[src/rtl/irqmux_pkg.sv]
package irqmux_pkg;
  // register offsets inside one channel's 64-byte window
  localparam int unsigned WIN_BITS   = 6;
  localparam logic [5:0]  OFS_MASK   = 6'h10;
  localparam logic [5:0]  OFS_PEND   = 6'h20;
  localparam int unsigned MAX_CH     = 8;
endpackage

[src/rtl/irqmux_sync.sv]
module irqmux_sync #(
  parameter int unsigned W = 32
) (
  input  logic         clk,
  input  logic         rst,
  input  logic [W-1:0] d_i,
  output logic [W-1:0] q_o
);
  logic [W-1:0] meta_q;
  logic [W-1:0] stab_q;

  always_ff @(posedge clk) begin
    if (rst) begin
      meta_q <= '0;
      stab_q <= '0;
    end else begin
      meta_q <= d_i;
      stab_q <= meta_q;
    end
  end

  assign q_o = stab_q;
endmodule

[src/rtl/irqmux_chan.sv]
module irqmux_chan #(
  parameter int unsigned W = 32
) (
  input  logic         clk,
  input  logic         rst,
  input  logic         wr_i,
  input  logic [W-1:0] wdata_i,
  input  logic [W-1:0] src_s_i,
  output logic [W-1:0] mask_o,
  output logic [W-1:0] pend_o,
  output logic         irq_o
);
  logic [W-1:0] mask_q;
  logic         irq_q;

  always_ff @(posedge clk) begin
    if (rst) begin
      mask_q <= '0;
    end else if (wr_i) begin
      mask_q <= wdata_i;
    end
  end

  assign pend_o = src_s_i & mask_q;

  always_ff @(posedge clk) begin
    if (rst) irq_q <= 1'b0;
    else     irq_q <= |pend_o;
  end

  assign mask_o = mask_q;
  assign irq_o  = irq_q;
endmodule

[src/rtl/irq_fanout_mux.sv]
module irq_fanout_mux
  import irqmux_pkg::*;
#(
  parameter int unsigned NUM_CH  = 8,
  parameter int unsigned NUM_SRC = 32,
  parameter int unsigned ADDR_W  = 9
) (
  input  logic               clk,
  input  logic               rst,
  input  logic [NUM_SRC-1:0] src_i,
  input  logic [ADDR_W-1:0]  bus_addr,
  input  logic               bus_we,
  input  logic [NUM_SRC-1:0] bus_wdata,
  input  logic               bus_re,
  output logic [NUM_SRC-1:0] bus_rdata,
  output logic [NUM_CH-1:0]  irq_o
);
  localparam int unsigned CH_W = ADDR_W - WIN_BITS;

  logic [CH_W-1:0]          ch_sel;
  logic [WIN_BITS-1:0]      reg_ofs;
  logic [NUM_SRC-1:0]       src_s;
  logic [NUM_SRC-1:0]       mask_w [NUM_CH];
  logic [NUM_SRC-1:0]       pend_w [NUM_CH];
  logic [NUM_CH*NUM_SRC-1:0] mask_all;
  logic [NUM_CH*NUM_SRC-1:0] pend_all;
  logic [NUM_SRC-1:0]       rd_next;
  logic [NUM_SRC-1:0]       rdata_q;

  assign ch_sel  = bus_addr[ADDR_W-1:WIN_BITS];
  assign reg_ofs = bus_addr[WIN_BITS-1:0];

  irqmux_sync #(.W(NUM_SRC)) u_sync (
    .clk (clk),
    .rst (rst),
    .d_i (src_i),
    .q_o (src_s)
  );

  for (genvar c = 0; c < NUM_CH; c++) begin : g_ch
    logic wr_hit;
    assign wr_hit = bus_we && (reg_ofs == OFS_MASK) && (int'(ch_sel) == c);

    irqmux_chan #(.W(NUM_SRC)) u_chan (
      .clk     (clk),
      .rst     (rst),
      .wr_i    (wr_hit),
      .wdata_i (bus_wdata),
      .src_s_i (src_s),
      .mask_o  (mask_w[c]),
      .pend_o  (pend_w[c]),
      .irq_o   (irq_o[c])
    );

    assign mask_all[c*NUM_SRC +: NUM_SRC] = mask_w[c];
    assign pend_all[c*NUM_SRC +: NUM_SRC] = pend_w[c];
  end

  always_comb begin
    rd_next = '0;
    for (int c = 0; c < NUM_CH; c++) begin
      if (int'(ch_sel) == c) begin
        if (reg_ofs == OFS_MASK)      rd_next = mask_w[c];
        else if (reg_ofs == OFS_PEND) rd_next = pend_w[c];
      end
    end
  end

  always_ff @(posedge clk) begin
    if (rst)         rdata_q <= '0;
    else if (bus_re) rdata_q <= rd_next;
    else             rdata_q <= '0;
  end

  assign bus_rdata = rdata_q;
endmodule

[config.mk]
export PLATFORM = sky130hd
export DESIGN_NAME = irq_fanout_mux
export DESIGN_NICKNAME = d
export VERILOG_FILES = /design/src/rtl/irqmux_pkg.sv /design/src/rtl/irqmux_sync.sv /design/src/rtl/irqmux_chan.sv /design/src/rtl/irq_fanout_mux.sv
export SDC_FILE = /design/constraint.sdc
export NUM_CORES = 1
export LEC_CHECK = 0
export BUFFER_PORTS_ARGS = -buffer_cell sky130_fd_sc_hd__buf_2
export CELL_PAD_IN_SITES_DETAIL_PLACEMENT = 2
export CELL_PAD_IN_SITES_GLOBAL_PLACEMENT = 2
export CORE_MARGIN = 10
export CORE_UTILIZATION = 30
export CTS_CLUSTER_DIAMETER = 200
export DETAILED_ROUTE_END_ITERATION = 12
export GPL_TIMING_DRIVEN = 0
export HOLD_SLACK_MARGIN = 0.15
export PLACE_DENSITY_LB_ADDON = 0.1
export SLEW_MARGIN = 20
export SYNTH_ARGS = -nofsm -noshare
export SYNTH_HDL_FRONTEND = slang
export SYNTH_SLANG_ARGS = --single-unit
[constraint.sdc]
create_clock -name clk -period 3 [get_ports clk]
set_input_delay 0.3 -clock clk [delete_from_list [all_inputs] [get_ports clk]]
set_output_delay 0.3 -clock clk [all_outputs]
set_load 0.02 [all_outputs]
Word-level counts from Yosys, hierarchy flattened:

Index checks and enable logic that the tools add are counted.

* bits in registers: 360
* output and inout port bits: 40
* input port bits: 77

* bitwise operators: 9
* eq/ne operators: 9
* muxes and demuxes: 24
* reduce and logical (&&, ||, !) cells: 19

Operators with widths (count)
* 32-bit two-way mux: 24
* 32-bit AND: 8
* 32-bit OR reduction: 8
* 3-bit equality test, second input constant: 4
* 1-bit logical AND: 9
* 3-bit by 2-bit equality test with 1-bit output, second input constant: 2
* 6-bit by 5-bit equality test with 1-bit output, second input constant: 1
* 6-bit equality test, second input constant: 1
* 3-bit by 1-bit equality test with 1-bit output, second input constant: 1
* 3-bit zero test: 1
* 2-bit OR reduction: 1
* 1-bit NOT: 1

Longest topological paths before layout:

Gate-level depths: netlist of run 1.

* word-level depth: 25
* mapped depth: 8
* depth with buffers taken out: 5

Modules after synthesis:

A second synthesis of run 1 with hierarchy kept.

* cell total of the unflattened synthesis: 2017
* area total of the unflattened synthesis: 18740.5 sq um

Modules (own cells, without submodules)
* irqmux_chan: cells each 148, area each 1415.1 sq um, sequential area each 660.6 sq um, times used 8
* irq_fanout_mux: cells each 698, area each 5501.5 sq um, sequential area each 640.6 sq um, times used 1
* irqmux_sync: cells each 135, area each 1918.1 sq um, sequential area each 1281.2 sq um, times used 1

Worst setup path after synthesis of run 1:

OpenSTA, ideal clock, no wires.

* path kind: input-to-reg
* from: in bus_addr[3]
* to: reg g_ch[1].u_chan.mask_q[10]
* setup slack: 0.662 ns
* data required time: 2.868 ns
* data arrival time: 2.205 ns
* stages: 8
* path through: or4_4 > or3b_1 > buf_6 > or4_4 > buf_6 > buf_6 > nand2_2 > a21oi_1

* longest elaborated chain between the ends: 3

Ends and longest elaborated chain
* start: declaration: line irq_fanout_mux.sv:11 `input logic [ADDR_W-1:0] bus_addr,`
* 6-bit by 5-bit equality test with 1-bit output: line irq_fanout_mux.sv:42 `assign wr_hit = bus_we && (reg_ofs == OFS_MASK) && (int'(ch_sel) == c);`
* 1-bit logical AND (2 in series): line irq_fanout_mux.sv:42
* end signal: assignment: line irqmux_chan.sv:20 `mask_q <= wdata_i;`
* end: declaration: line irqmux_chan.sv:13 `logic [W-1:0] mask_q;`

No other way between the ends.
A chain may end at the register's enable or synchronous reset.

Worst setup path in the final report of run 1:

* from: in bus_addr[7]
* to: reg g_ch[2].u_chan.mask_q[28]

* longest elaborated chain between the ends: 2

Ends and longest elaborated chain (line)
* 3-bit equality test: irq_fanout_mux.sv:42
* 1-bit logical AND: irq_fanout_mux.sv:42
* end signal: assignment: irqmux_chan.sv:20
* end: declaration: irqmux_chan.sv:13

No other way between the ends.

==> metrics, run 1 <==
status complete, no violations; sequential area share after synthesis 46.57%; reg2reg path depth 5; Ys Warns 0; synth unique cells 36; post-synth top area share 46.57%; DR iter-0 viols 1203; Post-synth ARST share 0%; Routability Congestion 0.9271; final hold vios 0; leakage power 6.364 nW; fillers 5709; predominant post-synthesis flop cell dfxtp_1; Slew Viols, Final 0; Die Ht 247.1 um; post-cts sizing count 0; CTS max path bufs 3; post-route clock skew 27.21 ps; Final Cell Area 18520 sq um; worst setup path category in -> reg; CP delay by family, top buffers and inverters; cell mode on critical path buf_1; Area contributors post-synth dfxtp_1 (47%), nand2_1 (8.6%), mux2i_1 (8.3%); mux cell area share after synthesis 12.86%; dpl cell area 16760 sq um; leading area contributor after synthesis dfxtp_1; critical path required time 3450 ps; via count 14.56k; dpl hpwl 60.02 mm; largest family of logic cells by synthesized area simple AND/OR/NAND/NOR gates; Inserted Clock Buffers 43; fin crit share 98.34%; total track usage 25.85%; Clock Sinks 360; Sequential cell area 7207 sq um; CP Capture Type flip-flop; Slowest-stage cell, CP buf_1; H-tree levels 2; multi-input combinational cell area 7403 sq um; Vias/cell 5.527; Synth Area in Simple Gates 18.18%; Post-Synth Adder-Cell Area 0%; Core Region 51200 sq um; Cells on Worst Hold Path 3; Syn Std Cell Area 15480 sq um; Wirelength per Cell 30.35 um; vias in the first global route 15.29k; area share of xor/xnor cells in the synthesized design 0%; Max IR drop VDD 0.3442 mV; Die Area 61070 sq um; Syn-to-layout area delta 19.66%; Compound-Gate Fraction of Synth Area 16.74%; boundary pin count 117; FMAX 339.0 MHz; total power 10.88 mW; CTS tree done; gr ovfl total 0; first-pass GRT wire length 112.3 mm; Buf+Inv Stages, Crit Path 4; CP Cell Sequence buf_2 > buf_1 > clkbuf_1 > nand4_1 > buf_1 > mux2i_1 > nor2_1; Root Driver clkbuf_16; slew at the pin closest to its max-slew limit 1145 ps; final setup vio count 0; antenna viol nets, final 0; most instantiated library cell after synthesis dfxtp_1; RSZ-0062 raised after global routing false; Post-CTS Setup Inserts 0; startpoint types primary input; Hold Path Class in -> reg; FP Rows 83; Post-synth EDFFs 0; IO Port Bufs 84; slowest stage delay, CP 670 ps; DR DRC count 0; Critical Path Fanout Max 10; layout cells sized above 1 14.03%; initial antenna violation count 4; post-synthesis cell count 1758; first-pass iteration count of the detailed router 5; largest net degree at the start of global routing 14; synth cell count leaders dfxtp_1 (360), nand2_1 (356), a21oi_1 (193); Rel. slew slack 23.65%; pwr/cell area 587.5 nW/um^2; initial core utilization 30.23%; Crit path depth 7; syn_area_per_cell 8.803 sq um; Final #Nets 1997; latest clock arrival within the worst-skew pair 600 ps; total wire length 79.97 mm; MaxCap Viol Count 0; Reg clk slew, reported paths 60 ps; Synth Net Count 1835; CP Data Arrival Time 3400 ps; DIE WIDTH 247.1 um; post-layout min period 2950 ps; Synth Register Bits 360
==> worst paths after layout <==
check                                             startpoint                                      to  slack (ps)
worst max-delay path                             bus_addr[7]  g_ch[2].u_chan.mask_o[28]$_SDFFE_PP0P_          50
worst min-delay path                            bus_wdata[0]   g_ch[3].u_chan.mask_o[0]$_SDFFE_PP0P_         180
worst max register to register     u_sync.q_o[14]$_SDFF_PP0_         g_ch[0].u_chan.irq_o$_SDFF_PP0_         790
worst min register to register  u_sync.meta_q[16]$_SDFF_PP0_               u_sync.q_o[16]$_SDFF_PP0_         440
==> stage by stage <==
stage | hold slack (ps) | instances | utilization [%] | setup slack [ps] | TNS, ps
floorplan | 413.8 | 1758 | - | 662.4 | 0
global placement | 424.7 | 2522 | 32.71 | -861.1 | -40690
detailed placement | 431.0 | 2522 | 32.73 | -459.3 | -27840
CTS | 169.4 | 2634 | 36.17 | 92.66 | 0
global route | 196.1 | 2633 | 36.16 | 28.68 | 0
finish | 175.9 | 2635 | 36.17 | 49.95 | 0
==> area by class of cell <==
class	count	share of cell area, %
Buffer	192	4.669
Clock buffer	54	6.412
Timing Repair Buffer	118	4.108
Tap cell	680	4.594
Inverter	2	0.04054
Antenna cell	2	0.02703
Sequential cell	360	38.92
Multi-Input combinational cell	1203	39.98
Clock inverter	24	1.257
==> state kept, by name, indices dropped and copies added (netlist names) <==
signal	count
g_ch.u_chan.mask_o	256
g_ch.u_chan.irq_o	8
u_sync.meta_q	32
u_sync.q_o	32
bus_rdata	32
==> placed cells by master, fill, tap and decap left out, types with 2 or more instances in the layout <==
cell           count
dfxtp_1          360
nand2_1          356
a21oi_1          193
clkbuf_1         139
mux2i_1          128
a22oi_1          128
buf_2            108
nor2_1           105
nor2b_1           66
clkbuf_16         43
o21ai_0           34
dlygate4sd3_1     34
nand4_1           33
mux4_2            31
o211ai_1          31
a211oi_1          31
nand2_2           30
buf_1             13
clkinv_2          13
buf_6             11
nor4_1             8
buf_4              8
clkbuf_8           7
clkinvlp_4         6
nand3_1            4
nand2b_1           3
nor4_4             3
nor3_2             3
or3_1              3
bufinv_16          3
diode_2            2
or4_4              2
inv_1              2
clkinv_8           2
==> kinds of logic (layout without fill, tap and decap cells) <==
logic type	after synthesis	count (layout)
muxes	160	160
AOI/OAI and AO/OA	420	420
DFF	360	360
and+or+nand+nor	623	623
other	0	2
buffers and inverters	195	390
==> power breakdown <==
part / internal (mW) / total (mW) / switching, mW / leakage, nW
combinational: 0.161 / 0.670 / 0.509 / 2.76
sequential: 4.82 / 4.83 / 0.0119 / 2.91
clock: 3.08 / 5.38 / 2.30 / 0.693
==> metal layers <==
layer / track usage (%) / part of all wire (%) / vias up / wire [um]
li1: - / - / 6433 / -
met1: 33.01 / 43 / 7536 / 34670
met3: 3.884 / 5.5 / 125 / 4428
met4: 11.22 / 4.3 / 2 / 3439
met5: 0 / 0.021 / - / 17
met2: 42.60 / 47 / 467 / 37410
==> worst register-to-register path: stages (launching register included) <==
cell and delay, ps:
dfxtp_1 300, clkbuf_1 330, a22oi_1 570, nand4_1 380, nor4_1 390, nor2_1 90
==> repair_timing <==
| item | CTS | global route |
|---|---|---|
| endpoints found under the hold margin | 36 | 0 |
| hold buffers | 34 | 0 |
| setup endpoints to repair | 0 | 20 |
No activity file was read; power rests on OpenSTA's default activity.
==> run 2: changes to the inputs <==
--- a/config.mk
+++ b/config.mk
@@ -14,7 +14,7 @@
 export DETAILED_ROUTE_END_ITERATION = 12
 export GPL_TIMING_DRIVEN = 0
 export HOLD_SLACK_MARGIN = 0.15
-export PLACE_DENSITY_LB_ADDON = 0.1
+export PLACE_DENSITY_LB_ADDON = 0.05
 export SLEW_MARGIN = 20
 export SYNTH_ARGS = -nofsm -noshare
 export SYNTH_HDL_FRONTEND = slang
==> run 2 against run 1 <==
Against the previous run: core utilization increased by 0.078 points; clock skew decreased by 12 ps; wire length is 0.95% higher; sequential power about the same; critical path depth unchanged; clock power rose by 3%; critical endpoint is now g_ch[2].u_chan.mask_o[24]$_SDFFE_PP0P_; largest cell class unchanged.
==> metrics, run 2 (synthesis results as in run 1) <==
Reg clk slew, reported paths 60 ps; worst hold start bus_wdata[31]; initial antenna violation count 4; Inserted Clock Buffers 43; Die Ht 247.1 um; H-tree levels 2; worst r2r src u_sync.q_o[14]$_SDFF_PP0_; slew at the pin closest to its max-slew limit 1085 ps; final hold slack 196.0 ps; Syn-to-layout area delta 19.92%; slowest stage delay, CP 670 ps; pwr/cell area 595.3 nW/um^2; critical path required time 3430 ps; antenna viol nets, final 0; Buf+Inv Stages, Crit Path 4; Post-CTS Setup Inserts 0; first-pass iteration count of the detailed router 5; Routability Congestion 0.9025; via count 14.55k; MaxCap Viol Count 0; post-layout min period 2894 ps; total power 11.05 mW; FMAX 345.6 MHz; final hold vios 0; CP startpoint bus_addr[7]; first-pass GRT wire length 114.2 mm; post-route clock skew 14.79 ps; Critical Path Fanout Max 10; Worst Setup EP g_ch[2].u_chan.mask_o[24]$_SDFFE_PP0P_; latest clock arrival within the worst-skew pair 580 ps; Clock Sinks 360; Root Driver clkbuf_16; Worst R2R End g_ch[0].u_chan.irq_o$_SDFF_PP0_; cell internal pwr 8.330 mW; Rel. slew slack 27.65%; R2R Setup Slk 860 ps; Crit path depth 7; commonest non-fill, non-tap cell in the layout dfxtp_1; Max IR drop VDD 0.3794 mV; Wirelength per Cell 30.66 um; CP delay by family, top buffers and inverters; startpoint types primary input; DR iter-0 viols 1022; leakage power 6.385 nW; worst setup path category in -> reg; Layout Cells excl Fill 2633; FP Rows 83; P_sw 2.719 mW; Slowest-stage cell, CP clkdlybuf4s15_1; total track usage 26.17%; CTS max path bufs 3; gr ovfl total 0; largest net degree at the start of global routing 14; CTS tree done; sequential share of power 43.8%; total wire length 80.72 mm; Placed Instances 2522; Vias/cell 5.526; reg2reg path depth 5; status complete, no violations; IO Port Bufs 84; DR DRC count 0; layout cells sized above 1 13.55%; Die Area 61070 sq um; fin crit share 96.45%; Core Region 51200 sq um; Slew Viols, Final 0; final setup vio count 0; CP Data Arrival Time 3320 ps; vias in the first global route 15.32k; switching share of power 24.61%; CP Cell Sequence buf_2 > clkdlybuf4s15_1 > clkbuf_1 > nand4_1 > buf_1 > mux2i_1 > nor2_1; dpl hpwl 61.04 mm; Comb power frac 6.1%; clock share of power 50.1%; initial core utilization 30.23%; CP Capture Type flip-flop; boundary pin count 117; most frequent cells in the layout dfxtp_1 (360), nand2_1 (356), a21oi_1 (193); Final #Nets 1997; max FFs per register 256; Hold Path Class in -> reg; DIE WIDTH 247.1 um
## run 2: changes by cell type in the layout (fill, tap and decap cells not counted), moves of 3 or more
cell / before / now
clkinv_2: 13 / 4
clkbuf_1: 139 / 146
clkinvlp_4: 6 / 0
bufinv_16: 3 / 6
inv_6: 0 / 3
## run 2: cell type report
cell class,instances,area (sq um)
fill,5796,32640
multi-input combinational,1203,7408
sequential,360,7207
clock buffer,61,1224
buffer,193,874.6
tap,680,850.8
timing repair buffer,117,750.7
clock inverter,13,226.5
antenna,4,10.01
inverter,2,7.507
## run 2: through the flow
step                utilization [%]  TNS [ps]  instance area (sq um)  setup slack (ps)
finish                        36.25         0                  18560             106.4
global route                  36.23    -9.975                  18550            -8.373
CTS                           36.21         0                  18540             77.99
detailed placement            32.73    -31330                  16760            -506.2
global placement              32.71    -37590                  16750            -770.5
floorplan                         -         0                  15480             662.4
## run 2: repair_timing
| item | in CTS | in global routing |
|---|---|---|
| gates resized for setup | 0 | 2 |
| endpoints found under the setup margin | 0 | 31 |
| hold endpoints to repair | 33 | 0 |
| hold buffers | 33 | 0 |
## run 2: power by group through the flow
stage	clock network (mW)	logic [mW]	registers [mW]
after floorplan	0	0.300	4.94
after global placement	0	0.629	4.94
after detailed placement	0	0.640	4.94
after CTS	5.64	0.677	4.84
after global routing	5.83	0.706	4.84
final	5.54	0.678	4.84
## run 2: worst min path at each step
stage | end | depth (start not counted) | slack, ps
floorplan | u_sync.q_o[0]$_SDFF_PP0_ | 1 | 410
global placement | u_sync.q_o[9]$_SDFF_PP0_ | 1 | 430
detailed placement | u_sync.q_o[10]$_SDFF_PP0_ | 1 | 430
CTS | g_ch[5].u_chan.mask_o[31]$_SDFFE_PP0P_ | 3 | 170
global route | g_ch[3].u_chan.mask_o[5]$_SDFFE_PP0P_ | 3 | 210
finish | g_ch[5].u_chan.mask_o[31]$_SDFFE_PP0P_ | 3 | 200
## run 2: layer usage
metal / up-vias / part of all wire (%) / global-route usage [%]
met4: 2 / 4.6 / 12.09
met3: 125 / 5.0 / 3.550
met2: 418 / 47 / 42.63
met5: - / 0.0099 / 0
met1: 7569 / 43 / 33.80
li1: 6435 / - / -
## run 2: worst min-delay path: stages
cell	delay [ps]
clkbuf_1	240
nand2_1	120
a21oi_1	60
==> run 3: changes to the inputs <==
--- a/config.mk
+++ b/config.mk
@@ -5,7 +5,7 @@
 export SDC_FILE = /design/constraint.sdc
 export NUM_CORES = 1
 export LEC_CHECK = 0
-export BUFFER_PORTS_ARGS = -buffer_cell sky130_fd_sc_hd__buf_2
+export BUFFER_PORTS_ARGS = -buffer_cell sky130_fd_sc_hd__buf_4
 export CELL_PAD_IN_SITES_DETAIL_PLACEMENT = 2
 export CELL_PAD_IN_SITES_GLOBAL_PLACEMENT = 2
 export CORE_MARGIN = 10
==> run 3 against run 2 <==
Against the previous run: first-iteration DRC count up 0.39%; worst hold slack got worse by 12 ps; sequential cell count unchanged; count of clock-buffer cells in the layout rose by 5; core utilization increased by 0.43 points; combinational power is 2% higher; cell area up 1.2%; clock skew is 8.3 ps higher; worst setup slack improved by 100 ps; die area stayed put; highest routed layer is now met4.
==> metrics, run 3 (synthesis results as in run 1) <==
status complete, no violations; largest net degree at the start of global routing 13; Root Driver clkbuf_16; vias in the first global route 15.32k; Clock Sinks 360; slowest stage delay, CP 670 ps; post-route clock skew 23.07 ps; gr ovfl total 0; Max IR drop VDD 0.3425 mV; CP Capture Type flip-flop; Die Area 61070 sq um; critical path required time 3470 ps; DIE WIDTH 247.1 um; initial core utilization 30.23%; Inserted Clock Buffers 44; fin util 36.68%; first-pass GRT wire length 114.6 mm; total track usage 26.28%; Critical Path Fanout Max 10; grt met1 use 34.24%; CP Data Arrival Time 3260 ps; DR DRC count 0; CTS max path bufs 3; IO Port Bufs 84; first-pass iteration count of the detailed router 6; Wirelength per Cell 30.80 um; busiest metal layer after global routing met2; most frequent cells in the layout dfxtp_1 (360), nand2_1 (356), a21oi_1 (193); antenna viol nets, final 0; final setup vio count 0; FMAX 358.3 MHz; boundary pin count 117; Reg clk slew, reported paths 60 ps; Final #Nets 1997; leakage power 6.430 nW; Slew Viols, Final 0; fin crit share 93.02%; Rel. slew slack 23.92%; FP Rows 83; max FFs per register 256; commonest non-fill, non-tap cell in the layout dfxtp_1; MaxCap Viol Count 0; post-layout min period 2791 ps; Routability Congestion 0.9103; pwr/cell area 591.3 nW/um^2; final hold vios 0; worst setup path category in -> reg; initial antenna violation count 4; slew at the pin closest to its max-slew limit 1141 ps; RSZ-0062 raised after global routing false; GRT met2 Usage 42.92%; dpl hpwl 61.07 mm; H-tree levels 2; total wire length 81.10 mm; via count 14.60k; cell mode on critical path clkbuf_1; fillers 5684; latest clock arrival within the worst-skew pair 590 ps; met3 GRT Util 3.259%; final hold slack 184.4 ps; Vias/cell 5.545; Syn-to-layout area delta 21.35%; CTS tree done; Core Region 51200 sq um; layout cells sized above 1 13.78%; Slowest-stage cell, CP buf_1; DR iter-0 viols 1026; startpoint types primary input; Hold Path Class in -> reg; CP Cell Sequence buf_4 > buf_1 > and2_1 > clkbuf_1 > clkbuf_1 > nand2_1 > o211ai_1 > o21ai_0 > a211oi_1; Die Ht 247.1 um
run 3: cell types whose count changed in the layout (fill, tap and decap cells not counted), sizes merged:
cell           delta
clkbuf            +5
clkinv            +4
inv               -3
clkdlybuf4s15     -1
diode             -3
dlygate4sd3       -1
clkinvlp          +1
bufinv            -3
buf               +1
run 3: final cells by class:
type                       count  area [sq um]  area share, %
sequential                   360          7207          38.37
clock buffer                  66          1336          7.115
inverter                       2         7.507        0.03997
clock inverter                12         148.9         0.7928
buffer                       193         868.3          4.624
timing repair buffer         116         950.9          5.063
tap                          680         850.8          4.530
antenna                        1         2.502        0.01332
multi-input combinational   1203          7408          39.45
run 3: repair_timing:
action                                 4_1_cts  5_1_grt
resized for setup                            0        1
setup endpoints to repair                    0        1
buffers inserted                             0        0
endpoints found under the hold margin       32        0
hold buffers                                32        0
run 3: critical path, delay by kind of cell:
family	cells	cell delay [ps]
buf+inv	4	1720
compound gates	3	890
simple gates	2	360
run 3: final timing paths:
path | end | start | slack (ps) | cells past startpoint
setup / recovery | bus_rdata[20]$_SDFF_PP0_ | bus_addr[7] | 210 | 9
hold / removal | g_ch[5].u_chan.mask_o[5]$_SDFFE_PP0P_ | bus_wdata[5] | 180 | 3
setup reg to reg | g_ch[0].u_chan.irq_o$_SDFF_PP0_ | u_sync.q_o[14]$_SDFF_PP0_ | 780 | 5
hold reg to reg | u_sync.q_o[25]$_SDFF_PP0_ | u_sync.meta_q[25]$_SDFF_PP0_ | 440 | 1
run 3: report_power, final:
group          switching [mW]  internal (mW)
Clock                    2.25           3.32
Combinational           0.517          0.176
Sequential             0.0114           4.82
run 3: through the flow:
stage	setup TNS (ps)	area (sq um)	cells	total power, mW	setup slack, ps
2_1_floorplan	0	15480	1758	5.237	662.4
3_3_place_gp	-33400	16960	2522	5.587	-725.8
3_5_place_dp	-23520	16970	2522	5.595	-384.9
4_1_cts	0	18770	2632	11.18	217.2
5_1_grt	0	18780	2632	11.41	28.50
6_report	0	18780	2633	11.11	209.3
run 3: layer usage:
layer	wire length, um	part of all wire (%)
met5	0	0
met4	3614	4.5
met3	3967	4.9
met2	37740	47
met1	35770	44
